--- src/rtl/prio_irq_pkg.sv ---
package prio_irq_pkg;
  localparam int unsigned WORD_BITS = 32;

  typedef enum logic [2:0] {
    OP_PRIO     = 3'd0,
    OP_ENABLE   = 3'd1,
    OP_THRESH   = 3'd2,
    OP_CLAIM    = 3'd3,
    OP_COMPLETE = 3'd4
  } acc_op_e;
endpackage

--- src/rtl/prio_irq_src.sv ---
module prio_irq_src #(
  parameter int unsigned PRIO_W = 3
) (
  input  logic              clk_i,
  input  logic              rst_ni,
  input  logic              req_i,
  input  logic              prio_we_i,
  input  logic [PRIO_W-1:0] prio_i,
  input  logic              en_we_i,
  input  logic              en_i,
  input  logic              take_i,
  input  logic              release_i,
  output logic              pending_o,
  output logic              claimed_o,
  output logic              enable_o,
  output logic [PRIO_W-1:0] prio_o
);
  logic              pend_q, clm_q, en_q;
  logic [PRIO_W-1:0] prio_q;

  always_ff @(posedge clk_i or negedge rst_ni) begin
    if (!rst_ni) begin
      pend_q <= 1'b0;
      clm_q  <= 1'b0;
      en_q   <= 1'b0;
      prio_q <= '0;
    end else begin
      // a claim wins over a same-cycle request for the winner
      if (take_i)                 pend_q <= 1'b0;
      else if (req_i && !clm_q)   pend_q <= 1'b1;
      if (take_i)                 clm_q  <= 1'b1;
      else if (release_i)         clm_q  <= 1'b0;
      if (en_we_i)                en_q   <= en_i;
      if (prio_we_i)              prio_q <= prio_i;
    end
  end

  assign pending_o = pend_q;
  assign claimed_o = clm_q;
  assign enable_o  = en_q;
  assign prio_o    = prio_q;
endmodule

--- src/rtl/prio_irq_pick.sv ---
module prio_irq_pick #(
  parameter int unsigned NUM_SRC = 31,
  parameter int unsigned PRIO_W  = 3,
  parameter int unsigned ID_W    = 5
) (
  input  logic [NUM_SRC:1]             cand_i,
  input  logic [NUM_SRC:1][PRIO_W-1:0] prio_i,
  input  logic [PRIO_W-1:0]            thresh_i,
  output logic [ID_W-1:0]              win_id_o,
  output logic                         win_hit_o
);
  logic [PRIO_W-1:0] best;

  // ascending scan, strict compare: ties keep the lower ID
  always_comb begin
    best     = thresh_i;
    win_id_o = '0;
    for (int i = 1; i <= int'(NUM_SRC); i++) begin
      if (cand_i[i] && (prio_i[i] > best)) begin
        best     = prio_i[i];
        win_id_o = ID_W'(i);
      end
    end
    win_hit_o = (win_id_o != '0);
  end
endmodule

--- src/rtl/prio_irq_arb.sv ---
module prio_irq_arb
  import prio_irq_pkg::*;
#(
  parameter int unsigned NUM_SRC = 31,
  parameter int unsigned PRIO_W  = 3,
  localparam int unsigned ID_W   = $clog2(NUM_SRC + 1)
) (
  input  logic                 clk_i,
  input  logic                 rst_ni,
  input  logic [NUM_SRC:1]     src_req_i,
  input  logic                 acc_valid_i,
  output logic                 acc_ready_o,
  input  logic [2:0]           acc_op_i,
  input  logic [ID_W-1:0]      acc_id_i,
  input  logic [WORD_BITS-1:0] acc_wdata_i,
  output logic                 rsp_valid_o,
  output logic [ID_W-1:0]      rsp_id_o,
  output logic                 irq_o
);
  logic                         ready_q;
  logic                         fire, claim_fire;
  acc_op_e                      op;
  logic [PRIO_W-1:0]            thresh_q;
  logic [NUM_SRC:1]             pend_v, clm_v, en_v, cand_v, hot_v;
  logic [NUM_SRC:1][PRIO_W-1:0] prio_v;
  logic [ID_W-1:0]              win_id;
  logic                         win_hit;
  logic                         rsp_valid_q;
  logic [ID_W-1:0]              rsp_id_q;

  assign op         = acc_op_e'(acc_op_i);
  assign fire       = acc_valid_i && acc_ready_o;
  assign claim_fire = fire && (op == OP_CLAIM);

  always_ff @(posedge clk_i or negedge rst_ni) begin
    if (!rst_ni) begin
      ready_q     <= 1'b0;
      thresh_q    <= '0;
      rsp_valid_q <= 1'b0;
      rsp_id_q    <= '0;
    end else begin
      ready_q     <= 1'b1;
      rsp_valid_q <= claim_fire;
      if (claim_fire)                  rsp_id_q <= win_id;
      if (fire && (op == OP_THRESH))   thresh_q <= acc_wdata_i[PRIO_W-1:0];
    end
  end

  for (genvar i = 1; i <= NUM_SRC; i++) begin : g_src
    localparam int unsigned WIDX = i / WORD_BITS;
    localparam int unsigned BIDX = i % WORD_BITS;

    prio_irq_src #(.PRIO_W(PRIO_W)) u_src (
      .clk_i     (clk_i),
      .rst_ni    (rst_ni),
      .req_i     (src_req_i[i]),
      .prio_we_i (fire && (op == OP_PRIO) && (acc_id_i == ID_W'(i))),
      .prio_i    (acc_wdata_i[PRIO_W-1:0]),
      .en_we_i   (fire && (op == OP_ENABLE) && (acc_id_i == ID_W'(WIDX))),
      .en_i      (acc_wdata_i[BIDX]),
      .take_i    (claim_fire && win_hit && (win_id == ID_W'(i))),
      .release_i (fire && (op == OP_COMPLETE) && (acc_id_i == ID_W'(i))),
      .pending_o (pend_v[i]),
      .claimed_o (clm_v[i]),
      .enable_o  (en_v[i]),
      .prio_o    (prio_v[i])
    );

    assign cand_v[i] = pend_v[i] && !clm_v[i] && en_v[i];
    assign hot_v[i]  = cand_v[i] && (prio_v[i] > thresh_q);
  end

  prio_irq_pick #(.NUM_SRC(NUM_SRC), .PRIO_W(PRIO_W), .ID_W(ID_W)) u_pick (
    .cand_i    (cand_v),
    .prio_i    (prio_v),
    .thresh_i  (thresh_q),
    .win_id_o  (win_id),
    .win_hit_o (win_hit)
  );

  assign acc_ready_o = ready_q;
  assign rsp_valid_o = rsp_valid_q;
  assign rsp_id_o    = rsp_id_q;
  assign irq_o       = |hot_v;
endmodule

--- config.mk ---
export PLATFORM = sky130hd
export DESIGN_NAME = prio_irq_arb
export DESIGN_NICKNAME = d
export VERILOG_FILES = /design/src/rtl/prio_irq_pkg.sv /design/src/rtl/prio_irq_src.sv /design/src/rtl/prio_irq_pick.sv /design/src/rtl/prio_irq_arb.sv
export SDC_FILE = /design/constraint.sdc
export NUM_CORES = 1
export LEC_CHECK = 0
export ABC_AREA = 1
export BUFFER_PORTS_ARGS = -buffer_cell sky130_fd_sc_hd__buf_2
export CAP_MARGIN = 20
export CORE_MARGIN = 2
export CORE_UTILIZATION = 59
export CTS_BUF_LIST = sky130_fd_sc_hd__clkbuf_8
export DETAILED_ROUTE_END_ITERATION = 7
export PLACE_DENSITY = 0.78
export SLEW_MARGIN = 40
export SYNTH_ARGS = -nofsm -noshare
export SYNTH_HDL_FRONTEND = slang
export SYNTH_SLANG_ARGS = --single-unit
--- constraint.sdc ---
create_clock -name clk_i -period 53.2 [get_ports clk_i]
set_clock_uncertainty 0.2 [all_clocks]
set_input_delay 2.66 -clock clk_i [delete_from_list [all_inputs] [get_ports clk_i]]
set_output_delay 2.66 -clock clk_i [all_outputs]
set_load 0.01 [all_outputs]
==> impl_metrics.tcl <==
set metrics [dict create \
    status "finished, final reports clean" \
    synthArstFlopShare 1.000 \
    power.leakage_uw 0.007516 \
    via_per_inst 5.636 \
    ys_ff_latch 196 \
    hold_path.class "reg2reg" \
    wl_met1_microns 15830 \
    synth_xor_area_frac 0 \
    grt_pass1_vias 11830 \
    stdcell_area_sq_mm 0.01493 \
    postCtsHoldBufs 0 \
    setup_violations 0 \
    end_kind "register" \
    seq_area_frac_synth 0.3558 \
    hold_depth 2 \
    wl_met3_microns 2102 \
    grt_usage 0.3086 \
    dieArea_sq_mm 0.02460 \
    met2_length_microns 17060 \
    slew_headroom 0.4550 \
    clock-root-buffer "clkbuf_8" \
    irDropWorstVdd_mv 0.01605 \
    slowest_delay_ps 410 \
    ios 82 \
    grt_pass1_wl_microns 59140 \
    routed_wl_microns 36350 \
    port_buffers 81 \
    antenna_found_initial 1 \
    final.setup.worst_slack_ps 16020 \
    ant_nets 0 \
    synthMuxAreaShare 0.02369 \
    num_vias 12310 \
    fp.dieW_microns 156.8 \
    synth.area.top_cells "dfrtp_1 (36%), ha_1 (12%), nand2_1 (11%)" \
    cts_sinks 196 \
    synth_compound_area_frac 0.1381 \
    fp.dieH_microns 156.8 \
    stdcell_count 2184 \
    cp_max_fo 14 \
    rr_startpoint "thresh_q[2]" \
    drt-initial-drc-count 934 \
    regArea_sq_mm 0.004905 \
    syn-instance-count 1772 \
    grt_max_degree 119 \
    firstDrtPassIters 5 \
    crit_path_start_kind "register" \
    synth.distinct_cells 49 \
    r2r-end "g_src[11].u_src.pending_o" \
    synth.avg_cell_area_sq_um 7.778 \
    cts.clk_slew.worst_paths_ps 110 \
    finish.net_count 2057 \
    tightest_slew_ps 812.5 \
    fmax_mhz 26.90 \
    regToRegSetupSlack_ps 16020 \
    rows 55 \
    rsz0062_at_grt "false" \
    final_layout_size_suffix_gt1_frac 0.1701 \
    syn_to_final_growth_pct 8.315 \
    start_util 0.6051 \
    synth_top_area_cell "dfrtp_1" \
    core-area_sq_mm 0.02278 \
    place_ws_ps 16330 \
    dp_hpwl_microns 27250 \
    cts-resized-gates 0 \
    syn_area_sq_mm 0.01378 \
    min_period_ps 37180 \
    top_layer_used "met4" \
    n_fill_cell 1972 \
    multiInputGateArea_sq_mm 0.007930 \
    path_class "reg2reg" \
    power-per-cell-area_mw_per_mm2 25.37 \
    synth_fa_ha_area_frac 0.1153 \
    synth_edf_count 0 \
    placed_area_sq_mm 0.01455 \
    reg2reg_depth 228 \
    min_from "rsp_id_o[2]" \
    hold_violations 0 \
    gr-total-overflow 0 \
    synth_top_area_frac 0.3558 \
    maxCapViolations 0 \
    drc 0 \
    synth-simple-area-share 0.2971 \
    syn_nets 1973 \
    numCtsBuffers 17 \
    post_cts_buffers 0 \
    p_total_uw 378.8 \
    crit_arrival_ps 37340 \
    tns_ps 0 \
    crit_slowest_cell "dfrtp_1" \
    clkLatencyLatePin_ps 480 \
    dp.cells 2150 \
    tritoncts "built" \
    cp_data_required_time_ps 53370 \
    fin_crit_sh 0.6988 \
    synth_top_family_by_area "simple AND/OR/NAND/NOR gates" \
    wire_per_inst_microns 16.64 \
    cpMostUsedCell "nand2_2" \
    yosysWarnings 0 \
    gp_congestion 0.9813 \
    drv_slew 0 \
    hold_end "rsp_id_o[2]" \
    clock_path_buffers 2 \
    htree_levels 4 \
    ys.flop_type "dfrtp_1" \
]
## kinds of logic (layout without fill, tap and decap cells)
| family | Yosys count | after routing |
|---|---|---|
| mux | 29 | 29 |
| fa+ha+maj | 127 | 127 |
| flops | 196 | 196 |
| simple gates | 832 | 832 |
| buf+inv | 245 | 342 |
| other cells | 1 | 3 |
| compound gates | 342 | 342 |
## worst max path at each step
| stage | startpoint | to |
|---|---|---|
| 6_report | thresh_q[2] | g_src[11].u_src.pending_o |
| 5_1_grt | thresh_q[2] | g_src[11].u_src.pending_o |
| 3_5_place_dp | thresh_q[2] | g_src[11].u_src.pending_o |
| 3_3_place_gp | thresh_q[2] | g_src[11].u_src.pending_o |
| 2_1_floorplan | thresh_q[2] | g_src[5].u_src.pending_o |
| 4_1_cts | thresh_q[2] | g_src[11].u_src.pending_o |
## cell usage after synthesis (23+ instances only)
library cell  number
o21ai_1           24
nand2_1          412
inv_1            211
a21oi_1           91
nand3_2           37
dfrtp_1          196
o21ai_0          147
nand2_2           62
ha_1             127
nor2_1           104
nand4_1           37
nand3_1           87
nor3_1            23
or2_2             35
mux2_2            29
## critical path, delay by kind of cell (launching register included)
family	cells	cell delay [ps]
compound gates	59	9540
fa+ha+maj	31	8580
buf+inv	16	1300
flops	1	410
simple gates	122	17040
## area by class of cell
class                   instances  area share
flip-flops and latches        196      0.3285
clock buffers                  19     0.01752
inverters                     221     0.05598
multi-input cells            1331      0.5312
well taps                     313     0.02623
diodes                          2   0.0003352
repair buffers                 89     0.03277
clock inverters                13    0.007459
## flip-flops by register name, summed over array words and instances, names as in the netlist
| signal | count |
|---|---|
| rsp_id_o | 5 |
| g_src.u_src.prio_o | 93 |
| g_src.u_src.pending_o | 31 |
| g_src.u_src.enable_o | 31 |
| acc_ready_o | 1 |
| rsp_valid_o | 1 |
| thresh_q | 3 |
| g_src.u_src.claimed_o | 31 |
## layout by cell type, fill, tap and decap left out, drive strengths merged, types with 10 or more instances in the layout
| master | instances |
|---|---|
| nand2 | 481 |
| inv | 224 |
| dfrtp | 196 |
| o21ai | 171 |
| nand3 | 134 |
| ha | 127 |
| nor2 | 109 |
| a21oi | 91 |
| buf | 88 |
| nand4 | 38 |
| or2 | 38 |
| mux2 | 29 |
| nor3 | 23 |
| clkbuf | 20 |
| o21a | 19 |
| a31oi | 12 |
| a21boi | 12 |
| o22ai | 10 |
| a32oi | 10 |
## stage by stage
stage | util | hold slack (ps)
finish | 0.6554 | 296.1
global placement | 0.6380 | 266.4
detailed placement | 0.6388 | 272.5
global route | 0.6553 | 323.6
CTS | 0.6552 | 297.1
floorplan | - | 251.3
## power by group
group	internal (uW)	leakage (uW)	total (uW)	switching, uW
Clock	36.5	0.000190	95.9	59.4
Combinational	46.8	0.00479	122	75.5
Sequential	156	0.00254	161	4.96
Total	239	0.00752	379	140
## metal layers
layer	up-vias	GRT usage
met5	-	0
met4	0	0.1162
met3	77	0.04652
met2	353	0.5142
met1	5766	0.4068
li1	6112	-
Note: power is estimated with default switching activity, not from simulation.
